--- config.mk ---
export PLATFORM = sky130hd
export DESIGN_NAME = sysctl_regif
export DESIGN_NICKNAME = d
export VERILOG_FILES = /design/src/rtl/sysctl_pkg.sv /design/src/rtl/sysctl_decode.sv /design/src/rtl/sysctl_id_bank.sv /design/src/rtl/sysctl_ctrl_reg.sv /design/src/rtl/sysctl_regif.sv
export SDC_FILE = /design/constraint.sdc
export NUM_CORES = 1
export LEC_CHECK = 0
export BUFFER_PORTS_ARGS = -buffer_cell sky130_fd_sc_hd__clkbuf_2
export CAP_MARGIN = 20
export CORE_MARGIN = 2
export CORE_UTILIZATION = 25
export CTS_BUF_LIST = sky130_fd_sc_hd__clkbuf_4
export CTS_CLUSTER_SIZE = 30
export DETAILED_ROUTE_END_ITERATION = 8
export HOLD_SLACK_MARGIN = 0.12
export MAX_ROUTING_LAYER = met4
export SETUP_SLACK_MARGIN = 0.5
export SYNTH_ARGS = -nofsm -noshare
export SYNTH_HDL_FRONTEND = slang
export SYNTH_SLANG_ARGS = --single-unit
--- constraint.sdc ---
create_clock -name clk -period 1.9 [get_ports clk]
set_input_delay 0.19 -clock clk [delete_from_list [all_inputs] [get_ports clk]]
set_output_delay 0.19 -clock clk [all_outputs]
set_load 0.005 [all_outputs]
--- src/rtl/sysctl_pkg.sv ---
package sysctl_pkg;

    localparam int DATA_W = 32;
    localparam int REG_W  = 4;
    localparam int SUB_W  = 3;
    localparam int OP1_W  = 3;
    localparam int NUM_SUB = 1 << SUB_W;
    localparam logic [REG_W-1:0] PC_REG = 4'd15;

    typedef enum logic [1:0] {
        K_WRITE = 2'd0,
        K_READ  = 2'd1,
        K_DATA  = 2'd2,
        K_MEM   = 2'd3
    } cmd_kind_e;

    typedef enum logic [REG_W-1:0] {
        P_IDENT = 4'd0,
        P_CTRL  = 4'd1
    } prim_reg_e;

    typedef struct packed {
        cmd_kind_e          kind;
        logic               priv;
        logic [OP1_W-1:0]   op1;
        logic [REG_W-1:0]   crn;
        logic [REG_W-1:0]   crm;
        logic [SUB_W-1:0]   sub;
        logic [REG_W-1:0]   rd;
    } cmd_t;

    typedef struct packed {
        logic rd_ok;
        logic wr_ok;
        logic undef;
        logic invalid;
    } verdict_t;

    function automatic logic is_transfer(input cmd_kind_e k);
        return (k == K_WRITE) || (k == K_READ);
    endfunction

endpackage

--- src/rtl/sysctl_decode.sv ---
module sysctl_decode
    import sysctl_pkg::*;
(
    input  logic     valid,
    input  cmd_t     cmd,
    output verdict_t verdict
);

    logic reg_bad;
    logic undef_c;
    logic invalid_c;

    always_comb begin
        case (cmd.crn)
            P_IDENT: reg_bad = (cmd.kind == K_WRITE) || (cmd.crm != '0);
            P_CTRL:  reg_bad = (cmd.crm != '0) || (cmd.sub != '0);
            default: reg_bad = 1'b1;
        endcase
    end

    assign undef_c   = valid && (!is_transfer(cmd.kind) || !cmd.priv);
    assign invalid_c = valid && !undef_c &&
                       ((cmd.op1 != '0) || (cmd.rd == PC_REG) || reg_bad);

    always_comb begin
        verdict.undef   = undef_c;
        verdict.invalid = invalid_c;
        verdict.rd_ok   = valid && !undef_c && !invalid_c && (cmd.kind == K_READ);
        verdict.wr_ok   = valid && !undef_c && !invalid_c && (cmd.kind == K_WRITE);
    end

endmodule

--- src/rtl/sysctl_id_bank.sv ---
module sysctl_id_bank
    import sysctl_pkg::*;
#(
    parameter logic [DATA_W-1:0]              MAIN_ID   = 32'h5A01_B3C4,
    parameter logic [NUM_SUB-1:0]             IMPL_MASK = 8'b0000_0111,
    parameter logic [NUM_SUB-1:0][DATA_W-1:0] OPT_IDS   = {
        32'h0, 32'h0, 32'h0, 32'h0, 32'h0,
        32'hC0DE_0002, 32'h1D15_2152, 32'h0 }
) (
    input  logic [SUB_W-1:0]  sub,
    output logic [DATA_W-1:0] id_word
);

    logic [DATA_W-1:0] table_w [NUM_SUB];

    for (genvar s = 0; s < NUM_SUB; s++) begin : g_slot
        if (s == 0) begin : g_main
            assign table_w[s] = MAIN_ID;
        end else begin : g_opt
            assign table_w[s] = IMPL_MASK[s] ? OPT_IDS[s] : MAIN_ID;
        end
    end

    assign id_word = table_w[sub];

endmodule

--- src/rtl/sysctl_ctrl_reg.sv ---
module sysctl_ctrl_reg
    import sysctl_pkg::*;
#(
    parameter logic [DATA_W-1:0] RESET_VAL  = 32'h0000_0070,
    parameter logic [DATA_W-1:0] WMASK      = 32'h0000_00FF,
    parameter int                ENDIAN_BIT = 7
) (
    input  logic              clk,
    input  logic              rst,
    input  logic              wr_en,
    input  logic [DATA_W-1:0] wdata,
    output logic [DATA_W-1:0] value,
    output logic              big_endian
);

    localparam logic [DATA_W-1:0] RESET_MASKED = RESET_VAL & WMASK;

    logic [DATA_W-1:0] value_q;

    always_ff @(posedge clk) begin
        if (rst) begin
            value_q <= RESET_MASKED;
        end else if (wr_en) begin
            value_q <= wdata & WMASK;
        end
    end

    assign value      = value_q;
    assign big_endian = value_q[ENDIAN_BIT];

endmodule

--- src/rtl/sysctl_regif.sv ---
module sysctl_regif
    import sysctl_pkg::*;
#(
    parameter logic [DATA_W-1:0]              MAIN_ID   = 32'h5A01_B3C4,
    parameter logic [NUM_SUB-1:0]             IMPL_MASK = 8'b0000_0111,
    parameter logic [NUM_SUB-1:0][DATA_W-1:0] OPT_IDS   = {
        32'h0, 32'h0, 32'h0, 32'h0, 32'h0,
        32'hC0DE_0002, 32'h1D15_2152, 32'h0 },
    parameter logic [DATA_W-1:0]              CTRL_RESET = 32'h0000_0070,
    parameter logic [DATA_W-1:0]              CTRL_WMASK = 32'h0000_00FF,
    parameter int                             ENDIAN_BIT = 7
) (
    input  logic              clk,
    input  logic              rst,
    input  logic              cmd_valid,
    input  logic [1:0]        cmd_kind,
    input  logic              cmd_priv,
    input  logic [OP1_W-1:0]  cmd_op1,
    input  logic [REG_W-1:0]  cmd_crn,
    input  logic [REG_W-1:0]  cmd_crm,
    input  logic [SUB_W-1:0]  cmd_sub,
    input  logic [REG_W-1:0]  cmd_rd,
    input  logic [DATA_W-1:0] cmd_wdata,
    output logic              rsp_valid,
    output logic [DATA_W-1:0] rsp_rdata,
    output logic              undef_strobe,
    output logic              invalid_strobe,
    output logic              big_endian
);

    cmd_t              cmd;
    verdict_t          verdict;
    logic [DATA_W-1:0] id_word;
    logic [DATA_W-1:0] ctrl_value;
    logic [DATA_W-1:0] read_mux;

    always_comb begin
        cmd.kind = cmd_kind_e'(cmd_kind);
        cmd.priv = cmd_priv;
        cmd.op1  = cmd_op1;
        cmd.crn  = cmd_crn;
        cmd.crm  = cmd_crm;
        cmd.sub  = cmd_sub;
        cmd.rd   = cmd_rd;
    end

    sysctl_decode u_decode (
        .valid   (cmd_valid),
        .cmd     (cmd),
        .verdict (verdict)
    );

    sysctl_id_bank #(
        .MAIN_ID   (MAIN_ID),
        .IMPL_MASK (IMPL_MASK),
        .OPT_IDS   (OPT_IDS)
    ) u_id_bank (
        .sub     (cmd_sub),
        .id_word (id_word)
    );

    sysctl_ctrl_reg #(
        .RESET_VAL  (CTRL_RESET),
        .WMASK      (CTRL_WMASK),
        .ENDIAN_BIT (ENDIAN_BIT)
    ) u_ctrl (
        .clk        (clk),
        .rst        (rst),
        .wr_en      (verdict.wr_ok && (cmd_crn == P_CTRL)),
        .wdata      (cmd_wdata),
        .value      (ctrl_value),
        .big_endian (big_endian)
    );

    assign read_mux = (cmd_crn == P_IDENT) ? id_word : ctrl_value;

    always_ff @(posedge clk) begin
        if (rst) begin
            rsp_valid      <= 1'b0;
            rsp_rdata      <= '0;
            undef_strobe   <= 1'b0;
            invalid_strobe <= 1'b0;
        end else begin
            rsp_valid      <= verdict.rd_ok;
            undef_strobe   <= verdict.undef;
            invalid_strobe <= verdict.invalid;
            if (verdict.rd_ok) begin
                rsp_rdata <= read_mux;
            end
        end
    end

endmodule

# After elaboration in Yosys (flattened, before gate mapping)

Memory sizes are Yosys's and may differ from the RTL's.
Index checks and enable logic that the tools add are counted.

Multiplexer cells: 4
Eq/ne operators: 3
Order comparisons: 1
Reductions and logical operators: 22
Bitwise logic cells: 1

Operator list:

| cell                                                     | count |
|---|---|
| two-way mux 32 bit                                       | 3 |
| logical AND 1 bit                                        | 7 |
| logical OR 1 bit                                         | 6 |
| nonzero test 3 bit                                       | 2 |
| == test 4 x 1 -> 1 bit, second input constant            | 1 |
| == test 4 bit, second input constant                     | 1 |
| greater-or-equal comparator 4 bit, second input constant | 1 |
| logical NOT 1 bit                                        | 4 |
| logical NOT 4 bit                                        | 1 |
| inverter 3 -> 4 bit                                      | 1 |
| nonzero test 4 bit                                       | 1 |
| == test 2 x 1 -> 1 bit, second input constant            | 1 |
| logical NOT 2 bit                                        | 1 |
| case mux 1 bit (2 select lines)                          | 1 |

Memories kept: 1
ROM bits: 256
Register bits: 43
Output and inout port bits: 36
Word-level logic and storage cells: 37
Input bits: 56

Memory list:

| memory          | words | width | read ports | clocked after Yosys merged registers in | wr ports | RTL line             | source |
|---|---|---|---|---|---|---|---|
| (no name shown) | 8     | 32    | 1          | 0                                       | 0        | sysctl_id_bank.sv:24 | `assign id_word = table_w[sub];` |

# Depth between registers and ports, before layout

Gate-level depths: netlist (run 1).

Word-level depth: 12
Mapped depth: 7

# Hierarchy

From an unflattened synthesis (run 1), not the netlist that was laid out.

Cell total of the unflattened synthesis: 296
Area total of the unflattened synthesis: 2,392.3 µm²

By module, submodules not included:

| module          | area each (µm²) | cells an instance | times used |
|---|---|---|---|
| sysctl_regif    | 1,514.0         | 188               | 1 |
| sysctl_ctrl_reg | 486.7           | 52                | 1 |
| sysctl_id_bank  | 266.5           | 37                | 1 |
| sysctl_decode   | 125.1           | 19                | 1 |

# Worst setup path before layout (run 1)

No wires, ideal clock.

Path kind: input-to-reg
From: in cmd_sub[0]
To: reg rsp_rdata[25]
Path slack: 372 ps
Arrival time: 1,457 ps
Stages on the path: 7
Required time: 1,830 ps
Path through: inv_1 > ha_1 > nor2b_1 > o211ai_1 > clkbuf_1 > or4_1 > a21oi_1

Cells in the longest elaborated chain, start to end: 8
Elaborated cells between the ends (all ways): 13
Classes of those cells: mux (4); bitwise (1); reduce/logical (7); memory (1)

Ends and longest elaborated chain:

| what                                                             | RTL line           | source |
|---|---|---|
| from (decl)                                                      | sysctl_regif.sv:21 | `input logic [SUB_W-1:0] cmd_sub,` |
| branches (longest 8 deep; another with memory read (8 x 32 bit)) | -                  |  |
| to (signal assigned)                                             | sysctl_regif.sv:88 | `rsp_rdata <= read_mux;` |
| to (decl)                                                        | sysctl_regif.sv:25 | `output logic [DATA_W-1:0] rsp_rdata,` |

Several ways; the timed one is not identified. The select of a mux whose other input is x is not followed.
A chain may end at the register's enable or synchronous reset.

# Worst setup path in the final report (run 1)

From: in cmd_crm[2]
To: reg rsp_rdata[30]

Cells in the longest elaborated chain, start to end: 8
Elaborated cells between the ends (all ways): 9
Classes of those cells: mux (1); reduce/logical (8)

Ends and longest elaborated chain:

| what                                | RTL line                                 | source |
|---|---|---|
| from (decl)                         | sysctl_regif.sv:20                       | `input logic [REG_W-1:0] cmd_crm,` |
| nonzero test 4 bit (*)              | sysctl_decode.sv:15, sysctl_decode.sv:16 |  |
| logical OR 1 bit (on tied branches) | sysctl_decode.sv:16, sysctl_decode.sv:15 |  |
| case mux 1 bit (2 select lines) (*) | sysctl_decode.sv:14                      | `case (cmd.crn)` |
| logical OR 1 bit (*)                | sysctl_decode.sv:23                      | `((cmd.op1 != '0) \|\| (cmd.rd == PC_REG) \|\| reg_bad);` |
| logical AND 1 bit (*)               | sysctl_decode.sv:22                      | `assign invalid_c = valid && !undef_c &&` |
| logical NOT 1 bit (*)               | sysctl_decode.sv:28                      | `verdict.rd_ok = valid && !undef_c && !invalid_c && (cmd.kind == K_READ);` |
| logical AND 1 bit (*) (2 in series) | sysctl_decode.sv:28                      |  |

Mark *: on every way between the ends. The rest lies on a longest branch, timed or not.

==> results of run 1 <==
[repair_timing]
action | in CTS | in global routing
hold buffers | 8 | 0
endpoints found under the hold margin | 8 | 0
resized for setup | 0 | 8
buffers inserted | 0 | 7
endpoints found under the setup margin | 0 | 2
[worst min-delay path by stage]
stage,start,to,slack [ns]
4_1_cts,cmd_wdata[4],u_ctrl.value[4],0.13
6_report,cmd_wdata[4],u_ctrl.value[4],0.13
5_1_grt,cmd_wdata[4],u_ctrl.value[4],0.15
3_5_place_dp,cmd_wdata[7],u_ctrl.value[7],0.44
3_3_place_gp,cmd_wdata[0],u_ctrl.value[0],0.44
2_1_floorplan,cmd_wdata[0],u_ctrl.value[0],0.34
[power groups by stage]
| stage | Clock, mW | Combinational (mW) | Sequential [mW] |
|---|---|---|---|
| floorplan | 0 | 0.0493 | 0.538 |
| global placement | 0 | 0.0994 | 0.538 |
| detailed placement | 0 | 0.101 | 0.538 |
| CTS | 0.254 | 0.115 | 0.527 |
| global route | 0.282 | 0.131 | 0.527 |
| finish | 0.243 | 0.119 | 0.526 |
[cell type report]
type / count / area, sq um / share of cell area [%]
inverter: 4 / 32.5 / 1.70
clock buffer: 3 / 22.5 / 1.18
clock inverter: 1 / 7.51 / 0.393
sequential: 25 / 500 / 26.2
timing repair buffer: 87 / 572 / 29.9
multi-input combinational: 104 / 687 / 36.0
tap: 70 / 87.6 / 4.59
[critical path: cells and delay by family]
kind | cells | cell delay (ns)
AO/OA/AOI/OAI | 1 | 0.14
buffers and inverters | 2 | 0.30
AND/OR/NAND/NOR | 3 | 1.02
[state kept, by name, indices dropped and copies added (netlist names)]
register / count
rsp_rdata: 14
rsp_valid: 1
undef_strobe: 1
u_ctrl.value: 8
invalid_strobe: 1
[metal layers]
metal | vias up | routed length [microns] | track usage (%)
met1 | 630 | 1580 | 14.5
met5 | - | 0 | -
met3 | 4 | 196 | 2.49
met4 | 0 | 40 | 4.00
met2 | 43 | 1770 | 20.2
li1 | 681 | - | -
[layout by cell type (no fill, tap or decap), types with 2 or more instances in the layout]
cell type	count
ha_1	2
clkbuf_4	3
conb_1	5
nor2_1	6
or4_1	2
nor4_4	2
a211oi_1	2
o21ai_0	19
or4_4	2
nand4_1	7
nand2_1	3
a21oi_1	19
a21oi_2	2
mux2i_1	2
nor3_1	3
clkbuf_2	60
nor2b_1	4
or3_1	2
dfxtp_1	25
clkbuf_16	2
dlygate4sd3_1	8
inv_1	2
buf_4	14
nand3_1	6
o2111ai_1	3
[cell families (layout without fill, tap and decap cells)]
family / count (synthesis) / in the layout / share of synthesized area [%]
compound gates: 48 / 48 / 20.4
simple gates: 45 / 45 / 21.0
buf+inv: 32 / 95 / 14.6
flops: 25 / 25 / 38.4
fa+ha+maj: 3 / 3 / 2.88
mux: 3 / 3 / 2.40
other cells: 1 / 5 / 0.288
==> reports/metrics.csv, run 1 <==
stage,metric,value,unit
worst_setup_path,r2r-start,u_ctrl.value[1],
synthesis,yosys-top-cells-count,"25 x dfxtp_1, 21 x a21oi_1, 19 x o21ai_0",
floorplanning,core_area,5070,sq um
detailed_routing,drt-vias-per-instance,4.62,
timing,setup_tns,0,ns
timing,fin_crit_sh,73.0,%
power_and_ir_drop,p_seq_share,59.3,%
detailed_routing,drtPass1Iterations,4,
timing,slew_headroom,59.6,%
grt,grt_pass1_vias,1197,
synthesis,synthesis.area,1300,sq um
cells_and_area,drive_above_1_share,42.9,%
status,status,"complete, no violations",
power_and_ir_drop,clkPwrFrac,27.4,%
detailed_routing,drc,0,
worst_setup_path,crit_path_max_fanout,7,
floorplanning,ios,92,
clock_network,root_buffer,clkbuf_4,
worst_setup_path,reg2reg_depth,3,
floorplanning,die_x,76.2,microns
power_and_ir_drop,leakage,0.786,nW
cells_and_area,antenna_cells,0,
synthesis,yosys.area.top_type,dfxtp_1,
grt,track_usage,12.1,%
clock_network,numCtsBuffers,3,
detailed_routing,wire_per_inst,12.2,microns
worst_setup_path,crit_type,in -> reg,
worst_setup_path,worst_setup_path_endpoint,rsp_rdata[30],
cells_and_area,fillers,552,
synthesis,synth_edf_count,0,
grt,grt_overflow,0,
placement,io_buffers,62,
timing,rsz0062_at_grt,true,
grt,grt_max_degree,29,
cells_and_area,nets,284,
worst_setup_path,start_kind,primary input,
detailed_routing,totalWireLength,3.59,mm
cells_and_area,final_cells,294,
power_and_ir_drop,total_power,888,uW
cells_and_area,utilization,37.6,%
synthesis,yosysWarnings,0,
worst_setup_path,reg2reg_slack,0.99,ns
clock_network,htreeDepth,1,
synthesis,synth-seq-cells,25,
floorplanning,core.rowCount,26,
synthesis,synth_most_common_cell,dfxtp_1,
power_and_ir_drop,sw_frac_of_total,25.2,%
detailed_routing,drt_iter0_markers,33,
clock_network,cts_tree,done,
worst_setup_path,timing.rr.end,rsp_rdata[1],
worst_setup_path,worst_ep_required_time,2.15,ns
power_and_ir_drop,p_int,664,uW
timing,fin_ws,0.513,ns
timing,whs,0.135,ns
job,maxCapViolCount,0,
synthesis,avgSynthCellArea,8.30,sq um
placement,dpl.hpwl,2.54,mm
timing,setup_violations,0,
timing,finalCriticalPeriod,1.39,ns
placement,place_ws,0.157,ns
synthesis,synth.area.top_cells,"dfxtp_1 38%, buf_4 10%, a21oi_1 8.1%",
clock_network,clk_latency,0.32,ns
floorplanning,initial_core_util,25.7,%
synthesis,synth_top_cell_area_share,38.4,%
worst_setup_path,cp.arrival,1.64,ns
detailed_routing,vias,1358,
floorplanning,fp.dieH,76.2,microns
clock_network,clk_path_buf_depth,2,
detailed_routing,ant_nets,0,
placement,place_inst,273,
hold_path,hold_class,in -> reg,
grt,antenna_found_initial,0,
synthesis,synthFlopType,dfxtp_1,
worst_setup_path,critPathCaptureType,flop,
clock_network,clk_pin_slew,0.14,ns
timing,drv_slew,0,
power_and_ir_drop,combPwrFrac,13.4,%
synthesis,synth_cells,157,
timing,fin_skew,0.00818,ns
clock_network,clock_sinks,25,
cells_and_area,design_area,1910,sq um
power_and_ir_drop,irDropWorstVdd,254,uV
power_and_ir_drop,p_switching,224,uW
synthesis,synth_sequential_area_ratio,38.4,%
grt,grt_pass1_wl,5.60,mm
synthesis,synthArstFlopShare,0,%
worst_setup_path,cp_cell_sequence,buf_6 -> nor4_4 -> nand4_1 -> buf_12 -> or4_4 -> a21oi_2,
synthesis,synth_cell_types,30,
hold_path,min_path_cells,3,
cells_and_area,area_growth_syn_to_layout,46.6,%
timing,fmax,721,MHz
floorplanning,dieArea,5800,sq um
timing,max_slew.worst_pin.slew,0.606,ns
worst_setup_path,cp-startpoint,cmd_crm[2],
placement,place_area,1670,sq um
power_and_ir_drop,pwr_density_cell,465,nW/um^2
worst_setup_path,critPathMaxStageDelay,0.52,ns
worst_setup_path,slowest_stage,or4_4,
placement,globalplace.congestion,0.739,
timing,finalHoldViolCount,0,
Power figures use the tool's default switching activity.
==> inputs of run 2 (changes only) <==
Settings changed: ABC_AREA from default to 1.
Clock period 1.9 ns to 1.4 ns, I/O delays scaled along.
==> reports/metrics.csv, run 2 <==
stage,metric,value,unit,change
status,status,"complete, no violations",,
cells_and_area,final_common_cell,nand2_1,,
power_and_ir_drop,pwr_density_cell,545,nW/um^2,+17%
worst_setup_path,timing.rr.end,rsp_rdata[7],,
cells_and_area,nets,359,,+26%
synthesis,synth-seq-cells,25,,unchanged
placement,place_inst,352,,+29%
clock_network,clk_pin_slew,0.14,ns,about the same
timing,rsz0062_at_grt,true,,
clock_network,numCtsBuffers,3,,unchanged
synthesis,synthesis.area,1520,sq um,+17%
placement,place_ws,0.0418,ns,-0.115 ns
detailed_routing,drt-vias-per-instance,4.04,,-13%
worst_setup_path,reg2reg_depth,4,,+1
worst_setup_path,critPathCaptureType,output pin,,
floorplanning,core_area,5890,sq um,+16%
cells_and_area,regMostFlops,rsp_rdata,,
clock_network,clk_path_buf_depth,2,,unchanged
cells_and_area,largest_reg_flops,14,,unchanged
synthesis,avgSynthCellArea,6.61,sq um,-20%
cells_and_area,layout_common_cells,"48 x nand2_1, 44 x nor2_1, 38 x clkbuf_2",,
synthesis,synth.area.top_cells,"dfxtp_1 33%, nand2_1 13%, nor2_1 12%",,
grt,grt_overflow,0,,unchanged
timing,fin_skew,0.00461,ns,-0.00357 ns
synthesis,synthArstFlopShare,0,%,unchanged
clock_network,clk_latency,0.32,ns,about the same
synthesis,synth_most_common_cell,nand2_1,,
detailed_routing,ant_nets,0,,unchanged
clock_network,htreeDepth,1,,unchanged
floorplanning,dieArea,6720,sq um,+16%
worst_setup_path,reg2reg_slack,0.64,ns,-0.35 ns
worst_setup_path,r2r-start,u_ctrl.value[7],,
timing,fin_crit_sh,70.7,%,
floorplanning,core.rowCount,28,,+7.7%
synthesis,synth_sequential_area_ratio,32.9,%,-5.5 points
worst_setup_path,critical_path.top_delay_family,flip-flops,,
detailed_routing,drtPass1Iterations,4,,unchanged
cells_and_area,utilization,39.5,%,+1.9 points
floorplanning,ios,92,,unchanged
worst_setup_path,critPathMaxStageDelay,0.42,ns,-0.10 ns
detailed_routing,vias,1510,,+11%
cells_and_area,drive_above_1_share,42.8,%,-0.048 points
worst_setup_path,critical_path_depth,1,,-5
synthesis,yosys.area.top_type,dfxtp_1,,
grt,track_usage,11.6,%,-0.49 points
timing,setup_violations,0,,unchanged
synthesis,yosysWarnings,0,,unchanged
timing,fin_ws,0.410,ns,-0.104 ns
grt,antenna_found_initial,0,,unchanged
clock_network,cts_tree,done,,
synthesis,yosys-top-cells-count,"54 x nand2_1, 47 x nor2_1, 41 x inv_1",,
power_and_ir_drop,leakage,1.24,nW,+58%
grt,grt_max_degree,26,,-10%
timing,drv_slew,0,,unchanged
job,maxCapViolCount,0,,unchanged
placement,io_buffers,62,,unchanged
worst_setup_path,cp_cell_sequence,buf_6,,
synthesis,synth_cell_types,27,,-10%
floorplanning,fp.dieH,82.0,microns,+7.6%
worst_setup_path,cp-startpoint,rsp_rdata[23],,
cells_and_area,final_cells,374,,+27%
synthesis,synthFlopType,dfxtp_1,,
synthesis,synth_top_cell_area_share,32.9,%,-5.5 points
floorplanning,initial_core_util,25.8,%,+0.16 points
detailed_routing,totalWireLength,3.75,mm,+4.6%
clock_network,clock_sinks,25,,unchanged
detailed_routing,drc,0,,unchanged
worst_setup_path,crit_type,reg -> out,,
timing,fmax,1010,MHz,
grt,grt_pass1_vias,1367,,+14%
grt,grt_pass1_wl,5.84,mm,+4.2%
worst_setup_path,path_buf_inv,1,,-1
worst_setup_path,start_kind,flop,,
power_and_ir_drop,irDropWorstVdd,336,uV,+33%
timing,whs,0.154,ns,+0.0193 ns
synthesis,synth_edf_count,0,,unchanged
worst_setup_path,slowest_stage,dfxtp_4,,
clock_network,root_buffer,clkbuf_4,,
floorplanning,die_x,82.0,microns,+7.6%
worst_setup_path,worst_ep_required_time,1.26,ns,-0.89 ns
worst_setup_path,worst_setup_path_endpoint,rsp_rdata[23],,
timing,finalHoldViolCount,0,,unchanged
hold_path,min_path_cells,4,,+1
placement,dpl.hpwl,2.60,mm,+2.4%
placement,globalplace.congestion,0.828,,+12%
worst_setup_path,cp.arrival,0.85,ns,-0.79 ns
timing,setup_tns,0,ns,unchanged
worst_setup_path,crit_path_max_fanout,6,,-1
hold_path,hold_class,in -> reg,,
cells_and_area,antenna_cells,0,,unchanged
synthesis,synth_cells,230,,+46%
detailed_routing,drt_iter0_markers,50,,+52%
timing,finalCriticalPeriod,0.990,ns,
detailed_routing,wire_per_inst,10.0,microns,-18%
cells_and_area,area_growth_syn_to_layout,52.8,%,
[run 2: cell count changes in the layout (fill, tap and decap cells not counted), moves of 5 or more]
cell      change
clkbuf_2     -22
inv_1        +33
inv_2         +5
buf_6        +21
nor2_4        +6
o21ai_0      -15
dfxtp_2      +12
nand2_2       +7
a21oi_1      -18
dfxtp_1      -15
nor2_1       +38
nand2_1      +45
[run 2: cell families after synthesis]
logic type               Yosys count  share of synthesized area [%]
AND/OR/NAND/NOR                  129                           39.8
buffers and inverters             67                           23.0
flip-flops                        25                           32.9
AO/OA/AOI/OAI                      5                           1.65
adder cells (fa/ha/maj)            3                           2.47
other                              1                          0.247
[run 2: worst min path at each step]
stage,slack (ns),to,start
floorplan,0.21,undef_strobe,rst
global placement,0.35,u_ctrl.value[3],cmd_wdata[3]
detailed placement,0.35,u_ctrl.value[3],cmd_wdata[3]
CTS,0.15,rsp_rdata[23],cmd_sub[2]
global route,0.17,invalid_strobe,cmd_valid
finish,0.15,rsp_rdata[23],cmd_sub[2]
[run 2: cell type report]
type / count / area (sq um)
Tap cell: 75 / 93.8
Timing Repair Buffer: 84 / 687
Clock buffer: 4 / 30.0
Fill cell: 625 / 3560
Multi-Input combinational cell: 143 / 805
Inverter: 43 / 181
Sequential cell: 25 / 527
[run 2: repair_timing]
item,4_1_cts,5_1_grt
endpoints found under the hold margin,11,0
hold buffers,10,0
setup endpoints to repair,51,55
pin swaps,5,16
gates cloned,0,1
buffers inserted,3,4
resized for setup,21,48
[run 2: per-stage QoR]
step | power, mW | instance area, sq um
floorplan | 0.826 | 1620
global placement | 0.887 | 1880
detailed placement | 0.890 | 1880
CTS | 1.26 | 2090
global route | 1.34 | 2320
finish | 1.27 | 2320
[run 2: routing by layer]
layer / track usage (%) / wire length, microns / vias to the layer above
met5: - / 0 / -
met4: 3.17 / 108 / 0
li1: - / - / 801
met1: 12.3 / 1560 / 655
met3: 2.64 / 170 / 10
met2: 21.3 / 1910 / 44
[run 2: power breakdown]
group	internal [mW]	switching [mW]
combinational	0.105	0.107
clock	0.131	0.216
sequential	0.707	0.000552
total	0.943	0.324
==> inputs of run 3 (changes only) <==
Clock period 1.4 ns to 0.9 ns, I/O delays scaled along.
==> reports/metrics.csv, run 3 (synthesis gave the netlist of run 2 again) <==
stage,metric,value,unit,change
status,status,finished with violations,,
status,violations,"negative hold slack, negative setup slack",,
floorplanning,dieArea,6720,sq um,unchanged
cells_and_area,drive_above_1_share,46.4,%,+3.5 points
detailed_routing,ant_nets,0,,unchanged
placement,place_inst,365,,+3.7%
detailed_routing,wire_per_inst,9.44,microns,-5.9%
grt,grtUsageMet3,2.97,%,+0.33 points
grt,grtUsageMet2,19.9,%,-1.4 points
floorplanning,core.rowCount,28,,unchanged
worst_setup_path,cp.arrival,1.19,ns,+0.34 ns
placement,io_buffers,62,,unchanged
cells_and_area,largest_reg_flops,14,,unchanged
cells_and_area,fillers,638,,+2.1%
placement,globalplace.congestion,0.734,,-11%
cells_and_area,design_area,2400,sq um,+3.3%
cells_and_area,final_common_cell,nand2_1,,
cells_and_area,antenna_cells,0,,unchanged
worst_setup_path,cp-startpoint,cmd_crn[1],,
timing,drv_slew,0,,unchanged
detailed_routing,totalWireLength,3.56,mm,-5.1%
detailed_routing,drtPass1Iterations,4,,unchanged
worst_setup_path,crit_path_max_fanout,7,,+1
floorplanning,fp.dieH,82.0,microns,unchanged
cells_and_area,layout_common_cells,"50 x nand2_1, 43 x nor2_1, 35 x inv_1",,
detailed_routing,vias,1493,,-1.1%
cells_and_area,regMostFlops,rsp_rdata,,
worst_setup_path,critPathCaptureType,flop,,
grt,grt_pass1_wl,5.87,mm,+0.58%
timing,finalCriticalPeriod,0.928,ns,
floorplanning,core_area,5890,sq um,unchanged
clock_network,clk_path_buf_depth,2,,unchanged
timing,whs,-0.0300,ns,-0.184 ns
power_and_ir_drop,pwr_density_cell,827,nW/um^2,+52%
clock_network,numCtsBuffers,3,,unchanged
cells_and_area,area_growth_syn_to_layout,57.9,%,
hold_path,hp-start,cmd_wdata[3],,
grt,antenna_found_initial,0,,unchanged
clock_network,root_buffer,clkbuf_4,,
grt,grt_util_met1,13.0,%,+0.67 points
placement,place_area,2040,sq um,+8.4%
grt,grt_overflow,0,,unchanged
cells_and_area,final_cells,377,,+0.80%
floorplanning,die_x,82.0,microns,unchanged
worst_setup_path,crit_type,in -> reg,,
floorplanning,ios,92,,unchanged
timing,finalHoldViolCount,6,,+6
clock_network,clk_latency,0.31,ns,about the same
timing,fin_ws,-0.0283,ns,-0.438 ns
detailed_routing,drt-vias-per-instance,3.96,,-1.9%
timing,rsz0062_at_grt,true,,
detailed_routing,drc,0,,unchanged
clock_network,clock_sinks,25,,unchanged
power_and_ir_drop,leakage,1.29,nW,+3.8%
grt,grt_pass1_vias,1346,,-1.5%
detailed_routing,drt_iter0_markers,55,,+10%
placement,dpl.hpwl,2.70,mm,+3.9%
clock_network,htreeDepth,1,,unchanged
floorplanning,initial_core_util,25.8,%,unchanged
cells_and_area,nets,362,,+0.84%
clock_network,clk_pin_slew,0.13,ns,about the same
worst_setup_path,start_kind,primary input,,
timing,fin_crit_sh,103,%,
power_and_ir_drop,irDropWorstVdd,421,uV,+25%
hold_path,hold_class,in -> reg,,
timing,setup_violations,21,,+21
grt,gr-max-usage-layer,met2,,
worst_setup_path,r2r-start,u_ctrl.value[2],,
worst_setup_path,reg2reg_slack,0.11,ns,-0.53 ns
clock_network,cts_tree,done,,
grt,track_usage,11.4,%,-0.14 points
worst_setup_path,worst_ep_required_time,1.16,ns,-0.10 ns
timing,fin_skew,0.00111,ns,-0.00349 ns
job,maxCapViolCount,0,,unchanged
timing,fmax,1080,MHz,
grt,grt_max_degree,26,,unchanged
## run 3: cell types whose count changed in the layout (fill, tap and decap cells not counted), sizes merged
cell	delta
buf	+18
clkbuf	-5
dlygate4sd3	-10
## run 3: critical path, cell delays in order
cell and delay (ns):
buf_6 0.09, nor2_4 0.11, nand2_4 0.08, inv_4 0.07, nand3_4 0.06, nor2_4 0.17, buf_12 0.13, nand4_4 0.13
nand2_1 0.11, nand2_1 0.05, nor2_1 0.10
## run 3: area by class of cell
class / instances / area [sq um] / area share, %
Clock buffer: 4 / 30.0 / 1.25
Inverter: 43 / 184 / 7.66
Multi-Input combinational cell: 143 / 811 / 33.8
Sequential cell: 25 / 528 / 22.0
Tap cell: 75 / 93.8 / 3.91
Timing Repair Buffer: 87 / 753 / 31.4
## run 3: timing repair
item	4_1_cts	5_1_grt
hold endpoints to repair	11	11
setup buffers	1	6
pin swaps	4	12
resized for setup	9	49
endpoints found under the setup margin	56	56
cloned	0	1
## run 3: metrics by stage
step / util, % / total power, mW / setup slack, ns / setup TNS, ns / hold slack [ns]
finish: 40.8 / 1.98 / -0.0283 / -0.322 / -0.0300
global route: 40.8 / 2.10 / -0.112 / -2.74 / -0.0351
CTS: 36.1 / 1.97 / -0.0258 / -0.387 / -0.0424
detailed placement: 34.6 / 1.42 / -0.396 / -8.58 / 0.304
global placement: 34.6 / 1.42 / -0.364 / -8.13 / 0.299
floorplan: - / 1.28 / -0.203 / -3.37 / 0.162
## run 3: where the power goes
part	internal [mW]	switching [mW]	total [mW]
Combinational	0.183	0.169	0.352
Sequential	1.10	0.00107	1.10
Clock	0.203	0.327	0.530
Total	1.49	0.497	1.98
## run 3: layer usage
metal / vias up / wire length, microns
met1: 638 / 1550
met2: 46 / 1750
met5: - / 0
met3: 4 / 227
met4: 0 / 34
li1: 805 / -
## run 3: worst paths after layout
| kind | endpoint | cells after the start |
|---|---|---|
| worst max-delay path | u_ctrl.value[0] | 11 |
| worst min-delay path | u_ctrl.value[3] | 3 |
| worst max register to register | rsp_rdata[2] | 4 |
| worst min register to register | u_ctrl.value[6] | 2 |
